==> src/rtl/scan_pkg.sv <==
package scan_pkg;
  typedef enum logic [1:0] {ACC_NONE = 2'd0, ACC_RD = 2'd1, ACC_WR = 2'd2} acc_kind_t;

  function automatic int bytes_for(input int bits, input int byte_w);
    return (bits + byte_w - 1) / byte_w;
  endfunction
endpackage

==> src/rtl/scan_pos_counter.sv <==
module scan_pos_counter #(
  parameter int NUM_BYTES = 34,
  localparam int POS_W = (NUM_BYTES > 1) ? $clog2(NUM_BYTES) : 1
) (
  input  logic             clk,
  input  logic             rst,
  input  logic             scan_mode,
  input  logic             advance,
  output logic             mode_chg,
  output logic             is_first,
  output logic             is_last,
  output logic [POS_W-1:0] pos
);
  logic mode_q;

  assign mode_chg = scan_mode ^ mode_q;
  assign is_first = (pos == '0);
  assign is_last  = (pos == POS_W'(NUM_BYTES - 1));

  always_ff @(posedge clk) begin
    if (rst) begin
      mode_q <= 1'b0;
      pos    <= '0;
    end else begin
      mode_q <= scan_mode;
      if (mode_chg)     pos <= '0;
      else if (advance) pos <= is_last ? '0 : pos + POS_W'(1);
    end
  end

  assert_pos_range_R5: assert property (@(posedge clk) disable iff (rst)
    pos <= POS_W'(NUM_BYTES - 1));
  assert_mode_reset_R9: assert property (@(posedge clk) disable iff (rst)
    mode_chg |=> (pos == '0));
  assert_wrap_R5: assert property (@(posedge clk) disable iff (rst)
    (advance && is_last) |=> (pos == '0));
endmodule

==> src/rtl/scan_chain.sv <==
module scan_chain #(
  parameter int STATE_W = 268,
  parameter int DATA_W  = 8,
  localparam int NUM_BYTES = scan_pkg::bytes_for(STATE_W, DATA_W),
  localparam int CHAIN_W   = NUM_BYTES * DATA_W,
  localparam int LAST_BITS = STATE_W - (NUM_BYTES - 1) * DATA_W
) (
  input  logic               clk,
  input  logic               rst,
  input  logic               shift_rd,
  input  logic               shift_wr,
  input  logic               first,
  input  logic [DATA_W-1:0]  wdata,
  input  logic [STATE_W-1:0] state_in,
  output logic [DATA_W-1:0]  rd_byte,
  output logic [STATE_W-1:0] load_vec
);
  logic [CHAIN_W-1:0] chain;
  logic [CHAIN_W-1:0] snap;

  always_comb begin
    snap = '0;
    snap[STATE_W-1:0] = state_in;
  end

  // A read at byte 0 takes the unit's live bits; later reads take the snapshot.
  assign rd_byte  = first ? state_in[DATA_W-1:0] : chain[DATA_W-1:0];
  // The byte in flight supplies only the bits still missing from the top.
  assign load_vec = {wdata[LAST_BITS-1:0], chain[CHAIN_W-1:DATA_W]};

  always_ff @(posedge clk) begin
    if (rst) begin
      chain <= '0;
    end else if (shift_wr) begin
      chain <= {wdata, chain[CHAIN_W-1:DATA_W]};
    end else if (shift_rd) begin
      chain <= first ? (snap >> DATA_W) : (chain >> DATA_W);
    end
  end

  assert_one_shift_R10: assert property (@(posedge clk) disable iff (rst)
    !(shift_rd && shift_wr));
endmodule

==> src/rtl/scan_state_port.sv <==
module scan_state_port #(
  parameter int STATE_W = 268,
  parameter int DATA_W  = 8,
  parameter int INDEX_W = 8,
  parameter logic [INDEX_W-1:0] PORT_INDEX = 8'hF1,
  localparam int NUM_BYTES = scan_pkg::bytes_for(STATE_W, DATA_W),
  localparam int POS_W = (NUM_BYTES > 1) ? $clog2(NUM_BYTES) : 1
) (
  input  logic               clk,
  input  logic               rst,
  input  logic               scan_mode,
  input  logic [INDEX_W-1:0] host_index,
  input  logic               host_rd,
  input  logic               host_wr,
  input  logic [DATA_W-1:0]  host_wdata,
  output logic [DATA_W-1:0]  host_rdata,
  input  logic [STATE_W-1:0] state_in,
  output logic [STATE_W-1:0] state_out,
  output logic               state_load
);
  import scan_pkg::*;

  logic             mode_chg, is_first, is_last;
  logic [POS_W-1:0] pos;
  logic             hit;
  acc_kind_t        acc;
  logic [DATA_W-1:0]  rd_byte;
  logic [STATE_W-1:0] load_vec;

  assign hit = scan_mode && !mode_chg && (host_index == PORT_INDEX);

  always_comb begin
    acc = ACC_NONE;
    if (hit && host_wr)      acc = ACC_WR;
    else if (hit && host_rd) acc = ACC_RD;
  end

  scan_pos_counter #(.NUM_BYTES(NUM_BYTES)) u_pos (
    .clk      (clk),
    .rst      (rst),
    .scan_mode(scan_mode),
    .advance  (acc != ACC_NONE),
    .mode_chg (mode_chg),
    .is_first (is_first),
    .is_last  (is_last),
    .pos      (pos)
  );

  scan_chain #(.STATE_W(STATE_W), .DATA_W(DATA_W)) u_chain (
    .clk     (clk),
    .rst     (rst),
    .shift_rd(acc == ACC_RD),
    .shift_wr(acc == ACC_WR),
    .first   (is_first),
    .wdata   (host_wdata),
    .state_in(state_in),
    .rd_byte (rd_byte),
    .load_vec(load_vec)
  );

  always_ff @(posedge clk) begin
    if (rst) begin
      host_rdata <= '0;
      state_out  <= '0;
      state_load <= 1'b0;
    end else begin
      state_load <= 1'b0;
      if (!scan_mode)          host_rdata <= '0;
      else if (acc == ACC_RD)  host_rdata <= rd_byte;
      if (acc == ACC_WR && is_last) begin
        state_out  <= load_vec;
        state_load <= 1'b1;
      end
    end
  end

  assert_idle_zero_R8: assert property (@(posedge clk) disable iff (rst)
    !scan_mode |=> (host_rdata == '0));
  assert_capture_R3: assert property (@(posedge clk) disable iff (rst)
    (acc == ACC_RD && pos == '0) |=> (host_rdata == $past(state_in[DATA_W-1:0])));
  assert_load_pulse_R6: assert property (@(posedge clk) disable iff (rst)
    state_load |=> !state_load);
  assert_load_src_R6: assert property (@(posedge clk) disable iff (rst)
    state_load |-> $past(scan_mode && host_wr));
  assert_out_stable_R7: assert property (@(posedge clk) disable iff (rst)
    !state_load |-> $stable(state_out));
  assert_rw_hold_R10: assert property (@(posedge clk) disable iff (rst)
    (hit && host_rd && host_wr) |=> $stable(host_rdata));
endmodule

==> config.mk <==
export PLATFORM = sky130hd
export DESIGN_NAME = scan_state_port
export DESIGN_NICKNAME = d
export VERILOG_FILES = /design/src/rtl/scan_pkg.sv /design/src/rtl/scan_pos_counter.sv /design/src/rtl/scan_chain.sv /design/src/rtl/scan_state_port.sv
export SDC_FILE = /design/constraint.sdc
export NUM_CORES = 1
export LEC_CHECK = 0
export ABC_AREA = 1
export BUFFER_PORTS_ARGS = -buffer_cell sky130_fd_sc_hd__buf_2
export CORE_UTILIZATION = 57
export CTS_BUF_LIST = sky130_fd_sc_hd__clkbuf_2
export DETAILED_ROUTE_END_ITERATION = 16
export PLACE_DENSITY = 0.83
export SYNTH_ARGS = -nofsm -noshare
export SYNTH_HDL_FRONTEND = slang
export SYNTH_SLANG_ARGS = --single-unit
==> constraint.sdc <==
create_clock -name clk -period 2.3 [get_ports clk]
set_clock_uncertainty 0.2 [all_clocks]
set_input_delay 0 -clock clk [delete_from_list [all_inputs] [get_ports clk]]
set_output_delay 0 -clock clk [all_outputs]
set_load 0.1 [all_outputs]
==> results.yml, run 1 <==
global_routing:
  grt_pass1_wl_um: 288000
  grt_pass1_vias: 46109
  grt_max_degree: 147
  grt.overflow.total: 570
  grt.total_usage_pct: 77.6
floorplan:
  dieWidth_um: 220
  boundaryPins: 566
  placementRows: 79
  start_util_pct: 58.1
  die_h_um: 220
run_status:
  tool.error: "[ERROR GRT-0116] Global routing finished with congestion. Check the congestion regions in the DRC Viewer."
  status: "stopped before the end"
  lastStage: "5_1_grt"
logic_synthesis:
  syn_area_um2: 27200
  synth.avg_cell_area_um2: 6.43
  synth_cell_types: 21
  synth_cells: 4230
  ys_seq_area_share_pct: 40.9
  syn_nets: 4523
  ys_ff_latch: 556
  synth-warning-count: 0
cts:
  cts_root_buf: "clkbuf_2"
  cts_max_level: 4
  cts_sinks: 556
  numCtsBuffers: 141
  clockBufferDepth: 3
  cts_setup_buffers: 0
place:
  port_buffers: 565
  dp_hpwl_um: 60400
  place.gp.congestion: 0.913
  dpl_worst_slack_ns: 0.157
==> per-layer routing <==
metal,track usage (%),GRT overflow
met4,73.4,242
met5,34.3,1
met3,64.4,27
met1,79.2,15
met2,92.1,285
==> cell families after synthesis <==
| logic type | share of synthesized area, % |
|---|---|
| DFF | 40.9 |
| xor gates and xnor gates | 0.0644 |
| and+or+nand+nor | 48.5 |
| adders and majority gates | 0.184 |
| buffers and inverters | 9.68 |
| AOI/OAI and AO/OA | 0.671 |
==> Yosys cell counts, drive strengths merged <==
| library cell | number | area share [%] |
|---|---|---|
| clkinv | 1 | 0.014 |
| nor3 | 1 | 0.018 |
| o21ai | 18 | 0.33 |
| inv | 274 | 3.8 |
| nand4 | 263 | 6.1 |
| ha | 4 | 0.18 |
| xor2 | 2 | 0.064 |
| dfxtp | 556 | 41 |
| a21oi | 17 | 0.31 |
| nand3 | 1047 | 19 |
| a21boi | 1 | 0.028 |
| nor2 | 44 | 0.71 |
| buf | 198 | 3.4 |
| clkbuf | 178 | 2.5 |
| nand2 | 1626 | 22 |
==> metrics by stage <==
stage	cell area [µm²]	cells	utilization [%]	hold slack (ns)
4_1_cts	41200	6165	88.0	0.00297
3_5_place_dp	30700	5116	65.4	0.0420
2_1_floorplan	27200	4230	-	-0.0969
3_3_place_gp	30700	5116	65.4	0.0378
==> repair_timing <==
item,in CTS
endpoints found under the hold margin,556
setup endpoints to repair,277
gates cloned,0
hold buffers,813
gates resized for setup,427
==> run 2, diff against run 1 <==
Settings changed: CORE_UTILIZATION 57 to 40, CTS_BUF_LIST sky130_fd_sc_hd__clkbuf_2 to not set, PLACE_DENSITY 0.83 to not set, PLACE_DENSITY_LB_ADDON set to 0.15.
==> results.yml, run 2 <==
logic_synthesis:
  synth.avg_cell_area_um2: 6.43
  ys.flop_type: "dfxtp_1"
  synth_area_leaders: "dfxtp_1 (41%), nand2_1 (22%), nand3_1 (19%), nand4_1 (6.0%), inv_1 (3.7%)"
  yosysMostFrequentCell: "nand2_1"
  yosys-top-cells-count: "nand2_1 (1,626), nand3_1 (1,047), dfxtp_1 (556)"
  syn_nets: 4523
  async_flop_share_pct: 0
  synth-warning-count: 0
  synth_edf_count: 0
  ys_seq_area_share_pct: 40.9
  synth_cells: 4230
  yosys.area.top_type: "dfxtp_1"
  synth_top_area_share_pct: 40.9
  ys_ff_latch: 556
  synth_cell_types: 21
  syn_area_um2: 27200
route:
  wl_per_cell_um: 18.3
  ant_nets: 0
  vias: 30832
  first_pass_iters: 6
  routed_wirelength_um: 106000
  detail_route.iter0.violations: 3563
  drc: 0
  routed_via_density: 5.32
cts:
  cts_max_level: 3
  cts_root_buf: "clkbuf_16"
  tritoncts: "yes"
  clk_pin_slew_ns: 0.06
  cts_sinks: 556
  clk_latency_ns: 0.61
  numCtsBuffers: 66
  clockBufferDepth: 3
sta:
  setup_viol: 0
  finalMaxSlewViolations: 0
  slew_headroom_pct: 43.3
  fmax_mhz: 462
  hold_viol_final: 0
  fin_crit_sh_pct: 94.1
  fin_crit_ns: 2.16
  finalSetupTns_ns: 0
  worstMarginPinSlew_ns: 0.848
final_layout:
  drive_above_1_share_pct: 15.9
  n_fill_cell: 6665
  regMostFlops: "u_chain.chain"
  fin_nets: 5158
  largest_reg_flops: 272
  layout_commonest_cell: "nand2_1"
  most-common-layout-cells: "nand2_1 (1,625), nand3_1 (1,046), buf_2 (565), dfxtp_1 (556), dlygate4sd3_1 (285)"
  top_regs: "u_chain.chain: 272 flops, state_out: 268 flops, host_rdata: 8 flops"
  syn_to_final_growth_pct: 32.8
setup_path:
  r2r-end: "u_chain.chain[30]$_SDFFE_PP0P_"
  worst_r2r_path_depth: 9
  worst-setup-path-type: "reg -> reg"
  worstReg2RegStart: "u_pos.pos[0]$_SDFFE_PP0P_"
  crit_path_end_kind: "flop"
  path_cells: "inv_1 -> ha_4 -> buf_16 -> nand4_1 -> nand2_1 -> nand3_1 -> nand3_1 -> nand2_1 -> inv_1"
  worstPathRequired_ns: 2.65
  cp.depth: 9
  arrival_ns: 2.51
  r2r_slack_ns: 0.14
  worst_path_max_delay_cell: "dfxtp_1"
  start_kind: "flop"
  cp-startpoint: "u_pos.pos[0]$_SDFFE_PP0P_"
  critPathMaxFanout: 112
  crit_path_end: "u_chain.chain[30]$_SDFFE_PP0P_"
  critPathTopFamily: "simple AND/OR/NAND/NOR gates"
  critPathBufInv: 3
  slowest_delay_ns: 0.35
place:
  place.gp.congestion: 0.909
  port_buffers: 565
  dp_hpwl_um: 66000
floorplan:
  die_h_um: 263
  start_util_pct: 40.4
  die-area_um2: 69100
  dieWidth_um: 263
  placementRows: 95
  core_area_um2: 67300
  boundaryPins: 566
global_routing:
  grt_pass1_wl_um: 166000
  grt_pass1_vias: 28408
  grt_max_degree: 135
  antenna_found_initial: 10
  grt.overflow.total: 0
  grt.total_usage_pct: 29.7
power:
  powerDensity_nw_per_um2: 599
  peakVddDrop_mv: 0.525
  totalPowerFinal_w: 0.0216
  leakage_nw: 19.4
worst_hold_path:
  min_path_type: "in -> reg"
flow_run:
  drv_cap: 0
run_status:
  status: "complete, no violations"
## run 2: cell type report
cell class | instances | area (µm²) | area share [%]
Timing Repair inverter | 1 | 7.51 | 0.0208
Clock buffer | 100 | 2050 | 5.68
Tap cell | 873 | 1090 | 3.02
Timing Repair Buffer | 942 | 7120 | 19.7
Sequential cell | 556 | 11100 | 30.8
Antenna cell | 7 | 17.5 | 0.0485
Inverter | 275 | 1080 | 2.99
Multi-Input combinational cell | 3023 | 13500 | 37.3
Clock inverter | 17 | 143 | 0.395
## run 2: report_power, final
part / internal [W] / switching (W)
logic: 0.000669 / 0.000654
registers: 0.00963 / 0.00000106
clock network: 0.00637 / 0.00431
total: 0.0167 / 0.00496
## run 2: worst min-delay path by stage
| stage | start | end | slack, ns | cells past startpoint |
|---|---|---|---|---|
| 6_report | host_wdata[3] | u_chain.chain[267]$_SDFFE_PP0P_ | 0.05 | 4 |
| 5_1_grt | host_wdata[4] | u_chain.chain[268]$_SDFFE_PP0P_ | 0.06 | 4 |
| 4_1_cts | host_index[3] | state_out[263]$_SDFFE_PP0P_ | 0.0002 | 7 |
| 3_5_place_dp | host_wdata[3] | state_out[267]$_SDFFE_PP0P_ | 0.04 | 3 |
| 3_3_place_gp | host_wdata[3] | state_out[267]$_SDFFE_PP0P_ | 0.04 | 3 |
| 2_1_floorplan | host_wdata[0] | state_out[264]$_SDFFE_PP0P_ | -0.1 | 2 |
## run 2: per-layer routing
layer / up-vias / GRT usage [%] / routed length [µm]
li1: 15084 / - / -
met1: 14100 / 40.3 / 45600
met2: 1373 / 46.8 / 48300
met3: 267 / 4.20 / 7780
met4: 8 / 12.8 / 4370
met5: - / 0 / 43
## run 2: kinds of logic (layout without fill, tap and decap cells)
family | after synthesis | in the layout | share of synthesized area (%)
buffers and inverters | 651 | 1335 | 9.68
xor gates and xnor gates | 2 | 2 | 0.0644
other | 0 | 7 | 0
DFF | 556 | 556 | 40.9
and+or+nand+nor | 2981 | 2981 | 48.5
AOI/OAI and AO/OA | 36 | 36 | 0.671
adders and majority gates | 4 | 4 | 0.184
## run 2: worst min-delay path, delay by kind of cell
kind                   cells  cell delay (ns)
AO/OA/AOI/OAI              1             0.06
buffers and inverters      2             0.67
AND/OR/NAND/NOR            1             0.07
## run 2: through the flow
step,cells,hold WS [ns],instance area [µm²],setup slack [ns],utilization [%]
2_1_floorplan,4230,-0.0969,27200,0.382,-
3_3_place_gp,5384,0.0445,31000,0.140,46.1
3_5_place_dp,5384,0.0429,31000,0.125,46.1
4_1_cts,5786,0.000178,36100,0.116,53.6
5_1_grt,5792,0.0572,36100,-0.0250,53.7
6_report,5794,0.0489,36100,0.136,53.7
## run 2: timing repair
item	4_1_cts	5_1_grt
resized for setup	0	8
endpoints found under the hold margin	295	0
hold buffers	285	0
buffers inserted	0	0
endpoints found under the setup margin	0	17
No activity file was read; power rests on OpenSTA's default activity.
